### src/rtl/zcw_pkg.sv
package zcw_pkg;
  localparam int ZCW_NCH      = 2;
  localparam int ZCW_VW       = 6;
  localparam int ZCW_TIMEOUT  = 50;
  localparam int ZCW_RESET_WP = 63;

  typedef enum logic {
    CH_IDLE = 1'b0,
    CH_WAIT = 1'b1
  } ch_state_e;
endpackage

### src/rtl/zcw_tick_timer.sv
module zcw_tick_timer #(
  parameter int TIMEOUT = 50
) (
  input  logic clk,
  input  logic rst_n,
  input  logic clear,
  input  logic run,
  input  logic tick,
  output logic expired
);
  localparam int CNTW = $clog2(TIMEOUT + 1);
  localparam logic [CNTW-1:0] LAST = CNTW'(TIMEOUT - 1);

  logic [CNTW-1:0] cnt_q;

  assign expired = run && tick && (cnt_q == LAST);

  always_ff @(posedge clk) begin
    if (!rst_n)            cnt_q <= '0;
    else if (clear)        cnt_q <= '0;
    else if (run && tick)  cnt_q <= expired ? '0 : cnt_q + 1'b1;
  end
endmodule

### src/rtl/zcw_channel.sv
module zcw_channel
  import zcw_pkg::*;
#(
  parameter int VW       = 6,
  parameter int TIMEOUT  = 50,
  parameter int RESET_WP = 63
) (
  input  logic          clk,
  input  logic          rst_n,
  input  logic          load,
  input  logic [VW-1:0] load_val,
  input  logic          zc_en,
  input  logic          zc_hit,
  input  logic          tick,
  output logic [VW-1:0] wiper,
  output logic          pending
);
  ch_state_e     state_q;
  logic [VW-1:0] pend_q;
  logic          timed_out;
  logic          apply_now;

  zcw_tick_timer #(.TIMEOUT(TIMEOUT)) i_timer (
    .clk     (clk),
    .rst_n   (rst_n),
    .clear   (load),
    .run     (state_q == CH_WAIT),
    .tick    (tick),
    .expired (timed_out)
  );

  // a load on the same edge outranks every release condition
  assign apply_now = !load && (state_q == CH_WAIT) && (!zc_en || zc_hit || timed_out);
  assign pending   = (state_q == CH_WAIT);

  always_ff @(posedge clk) begin
    if (!rst_n) begin
      state_q <= CH_IDLE;
      pend_q  <= '0;
      wiper   <= VW'(RESET_WP);
    end else if (load) begin
      if (zc_en) begin
        pend_q  <= load_val;
        state_q <= CH_WAIT;
      end else begin
        wiper   <= load_val;
        state_q <= CH_IDLE;
      end
    end else if (apply_now) begin
      wiper   <= pend_q;
      state_q <= CH_IDLE;
    end
  end
endmodule

### src/rtl/zc_wiper_updater.sv
module zc_wiper_updater
  import zcw_pkg::*;
#(
  parameter int NCH      = ZCW_NCH,
  parameter int VW       = ZCW_VW,
  parameter int TIMEOUT  = ZCW_TIMEOUT,
  parameter int RESET_WP = ZCW_RESET_WP,
  localparam int CW      = (NCH > 1) ? $clog2(NCH) : 1
) (
  input  logic              clk,
  input  logic              rst_n,
  input  logic              ld_valid,
  output logic              ld_ready,
  input  logic [CW-1:0]     ld_chan,
  input  logic [VW-1:0]     ld_value,
  input  logic [NCH-1:0]    zc_hit,
  input  logic              zc_enable,
  input  logic              ms_tick,
  output logic [NCH*VW-1:0] wiper_out,
  output logic              zc_done
);
  logic [NCH-1:0] pend_vec;

  assign ld_ready = 1'b1;

  for (genvar g = 0; g < NCH; g++) begin : g_ch
    logic ch_load;
    assign ch_load = ld_valid && (ld_chan == CW'(g));

    zcw_channel #(
      .VW       (VW),
      .TIMEOUT  (TIMEOUT),
      .RESET_WP (RESET_WP)
    ) i_ch (
      .clk      (clk),
      .rst_n    (rst_n),
      .load     (ch_load),
      .load_val (ld_value),
      .zc_en    (zc_enable),
      .zc_hit   (zc_hit[g]),
      .tick     (ms_tick),
      .wiper    (wiper_out[g*VW +: VW]),
      .pending  (pend_vec[g])
    );
  end

  assign zc_done = ~|pend_vec;
endmodule

### config.mk
export PLATFORM = sky130hd
export DESIGN_NAME = zc_wiper_updater
export DESIGN_NICKNAME = d
export VERILOG_FILES = /design/src/rtl/zcw_pkg.sv /design/src/rtl/zcw_tick_timer.sv /design/src/rtl/zcw_channel.sv /design/src/rtl/zc_wiper_updater.sv
export SDC_FILE = /design/constraint.sdc
export NUM_CORES = 1
export LEC_CHECK = 0
export BUFFER_PORTS_ARGS = -buffer_cell sky130_fd_sc_hd__buf_2
export CORE_MARGIN = 10
export CORE_UTILIZATION = 48
export CTS_CLUSTER_SIZE = 8
export DETAILED_ROUTE_END_ITERATION = 12
export GPL_TIMING_DRIVEN = 0
export PLACE_DENSITY = 0.66
export SYNTH_ARGS = -nofsm -noshare
export SYNTH_HDL_FRONTEND = slang
export SYNTH_HIERARCHICAL = 1
export SYNTH_SLANG_ARGS = --single-unit
### constraint.sdc
create_clock -name clk -period 2 [get_ports clk]
set_clock_uncertainty 0.05 [all_clocks]
set_input_delay 0.4 -clock clk [delete_from_list [all_inputs] [get_ports clk]]
set_output_delay 0.4 -clock clk [all_outputs]
set_load 0.02 [all_outputs]
==> results.sh <==
export IMPL_p_int_w=0.00118
export IMPL_antenna_found_initial=0
export IMPL_switching_share_pct=25.6
export IMPL_wl_per_cell_um=13.4
export IMPL_clk_pin_slew_worst_paths_ns=0.07
export IMPL_cp_required_ns=2.12
export IMPL_finalCritPeriodShare_pct=94.6
export IMPL_syn_to_final_growth_pct=14.7
export IMPL_drive_gt1_share_pct=24.0
export IMPL_stdcell_count=317
export IMPL_yosys_area_share_xor_xnor_pct=0
export IMPL_final_fill_count=376
export IMPL_synth_compound_area_share_pct=14.5
export IMPL_crit_path_end_kind="flop"
export IMPL_die_area_sq_mm=0.00729
export IMPL_cp_arrival_ns=2.01
export IMPL_synthTopCellsByArea="dfxtp_1 37%, nand2_1 9.9%, mux2_4 8.8%, mux2i_1 5.9%, a21boi_0 5.1%"
export IMPL_placementRows=23
export IMPL_multiInputGateArea_sq_mm=0.00119
export IMPL_fp_dieW_um=85.4
export IMPL_synth_nets=249
export IMPL_start_util_pct=50.5
export IMPL_cts_tree="yes"
export IMPL_drt_initial_drc_count=59
export IMPL_tns_ns=0
export IMPL_cts_buffer_depth=2
export IMPL_ant_nets=0
export IMPL_synth_area_per_cell_sq_um=8.88
export IMPL_die_h_um=85.4
export IMPL_crit_chain="ha_1 > nand4b_1 > nor2_1 > nor2_1 > a211o_4 > mux2_4"
export IMPL_clk_latency_ns=0.28
export IMPL_synthSimpleGateAreaFrac_pct=26.4
export IMPL_worstSetupPathType="reg -> reg"
export IMPL_io_buffers=26
export IMPL_slowest_stage="dfxtp_1"
export IMPL_synth_cell_types=31
export IMPL_drc=0
export IMPL_grt_ovfl_total=0
export IMPL_fin_ws_ns=0.109
export IMPL_synth_edff_count=0
export IMPL_max_vdd_ir_drop_uv=582
export IMPL_whs_ns=0.350
export IMPL_synth_top_area_cell="dfxtp_1"
export IMPL_synth_seq_cells=38
export IMPL_hold_viol=0
export IMPL_grt_pass1_vias=1550
export IMPL_grt_pass1_wl_mm=7.37
export IMPL_cp_start_kind="flop"
export IMPL_crit_fanout=6
export IMPL_max_cap_violations=0
export IMPL_antenna_cells=0
export IMPL_clock_sinks=38
export IMPL_core_area_sq_mm=0.00406
export IMPL_synthFlopType="dfxtp_1"
export IMPL_pre_cts_ws_ns=-0.00561
export IMPL_combPwrFrac_pct=14.9
export IMPL_syn_area_sq_mm=0.00205
export IMPL_yosys_warnings=6
export IMPL_seq_area_sq_um=763
export IMPL_status="completed"
export IMPL_routed_via_density=5.22
export IMPL_p_leak_nw=0.905
export IMPL_hpwl_mm=3.08
export IMPL_async_reset_ff_share_pct=0
export IMPL_crit_top_cell="nor2_1"
export IMPL_synth_top_area_share_pct=37.1
export IMPL_io_pins=28
export IMPL_cts_buffers=5
export IMPL_num_nets_final=284
export IMPL_hp_class="in -> reg"
export IMPL_power_density_mw_per_mm2=672
export IMPL_ys_seq_area_share_pct=37.1
export IMPL_slew_viol_final=0
export IMPL_synth_adder_area_share_pct=2.44
export IMPL_cts_hold_buf=0
export IMPL_routed_wl_mm=4.24
export IMPL_cpPeakStageDelay_ns=0.42
export IMPL_p_total_w=0.00158
export IMPL_fin_crit_ns=1.89
export IMPL_clk_root_buffer_cell="clkbuf_8"
export IMPL_fmax_mhz=529
export IMPL_vias=1656
export IMPL_htree_num_levels=2
export IMPL_drtPass1Iterations=4
export IMPL_grt_max_degree=15
export IMPL_dp_cells=307
export IMPL_pwr_share_seq_pct=50.8
export IMPL_synth_top_family_by_area="simple AND/OR/NAND/NOR gates"
export IMPL_synth_cells=231
export IMPL_finalWeightedCongestion=0.768
export IMPL_p_sw_w=0.000405
export IMPL_synthMuxAreaShare_pct=14.6
export IMPL_grt_usage_pct=12.0
export IMPL_p_clk_share_pct=34.3
export IMPL_setup_viol_count_final=0
-- worst paths after layout --
path	startpoint	endpoint	slack, ns	cells after the start
min reg2reg	g_ch[0].i_ch/pend_q[0]	g_ch[0].i_ch/pend_q[0]	0.41	2
max reg2reg	g_ch[0].i_ch/i_timer/cnt_q[0]	g_ch[0].i_ch/wiper[4]	0.11	6
max	g_ch[0].i_ch/i_timer/cnt_q[0]	g_ch[0].i_ch/wiper[4]	0.11	6
min	ld_value[0]	g_ch[1].i_ch/pend_q[0]	0.35	3
-- critical path, delay by kind of cell, from the launching register on --
| kind | cells | cell delay, ns |
|---|---|---|
| muxes | 1 | 0.31 |
| adders and majority gates | 1 | 0.19 |
| and+or+nand+nor | 3 | 0.40 |
| DFF | 1 | 0.42 |
| AOI/OAI and AO/OA | 1 | 0.40 |
-- synth_stat cells, types with 4 or more instances --
| library cell | number |
|---|---|
| nand2_1 | 54 |
| dfxtp_1 | 38 |
| a21boi_0 | 14 |
| nand2b_1 | 14 |
| a21oi_1 | 12 |
| mux2_4 | 12 |
| mux2i_1 | 12 |
| nor2_1 | 9 |
| inv_1 | 8 |
| o2111ai_1 | 6 |
| o21ai_0 | 6 |
| buf_6 | 4 |
| clkbuf_1 | 4 |
| ha_1 | 4 |
| nand3_1 | 4 |
| or3_1 | 4 |
-- routing by layer --
layer	vias to the layer above	global-route usage, %	wire, um
met5	-	0	0
met4	0	4.04	35
met3	4	3.35	201
met2	26	18.5	1980
met1	762	15.5	2020
li1	864	-	-
-- power by group through the flow --
stage / clock [W] / combinational, W / sequential (W)
finish: 0.000541 / 0.000236 / 0.000803
global route: 0.000591 / 0.000259 / 0.000807
CTS: 0.000566 / 0.000240 / 0.000802
detailed placement: 0 / 0.000239 / 0.000820
global placement: 0 / 0.000236 / 0.000819
floorplan: 0 / 0.000139 / 0.000845
-- cell type report --
| type | count | area share (%) |
|---|---|---|
| buffer | 9 | 2.87 |
| clock buffer | 7 | 3.67 |
| multi-input combinational | 176 | 50.7 |
| tap | 50 | 2.66 |
| inverter | 8 | 1.28 |
| timing repair buffer | 28 | 6.17 |
| sequential | 38 | 32.4 |
| clock inverter | 1 | 0.213 |
-- cells by family after synthesis --
logic type                 count (synthesis)
and+or+nand+nor                          105
AOI/OAI and AO/OA                         42
DFF                                       38
muxes                                     24
buffers and inverters                     17
adders and majority gates                  4
other                                      1
-- state kept, by name, summed over array words and instances, names as in the netlist --
name and cells:
g_ch.i_ch/wiper 12, g_ch.i_ch/pending 2, g_ch.i_ch/i_timer/cnt_q 12, g_ch.i_ch/pend_q 12
-- timing repair --
action / in CTS / in global routing
setup buffers: 0 / 2
setup endpoints to repair: 0 / 12
gates resized for setup: 0 / 2
-- cells in the final DEF, fill, tap and decap left out, types with 3 or more instances in the layout --
| cell | synthesis | layout |
|---|---|---|
| o21ai_0 | 6 | 6 |
| buf_6 | 4 | 4 |
| a21boi_0 | 14 | 14 |
| nor2_1 | 9 | 9 |
| o2111ai_1 | 6 | 6 |
| mux2i_1 | 12 | 12 |
| inv_1 | 8 | 8 |
| dfxtp_1 | 38 | 36 |
| or3_1 | 4 | 4 |
| nand2b_1 | 14 | 14 |
| a21oi_1 | 12 | 12 |
| nand3_1 | 4 | 4 |
| nand2_1 | 54 | 54 |
| buf_2 | 0 | 26 |
| buf_4 | 1 | 3 |
| mux2_4 | 12 | 12 |
| ha_1 | 4 | 4 |
| clkbuf_8 | 0 | 6 |
| clkbuf_1 | 4 | 5 |
-- metrics by stage --
stage | utilization [%] | area (sq um)
floorplan | - | 2050
CTS | 57.5 | 2330
global route | 58.0 | 2350
detailed placement | 55.3 | 2240
finish | 58.0 | 2350
global placement | 55.3 | 2240
Note: power is estimated with default switching activity, not from simulation.
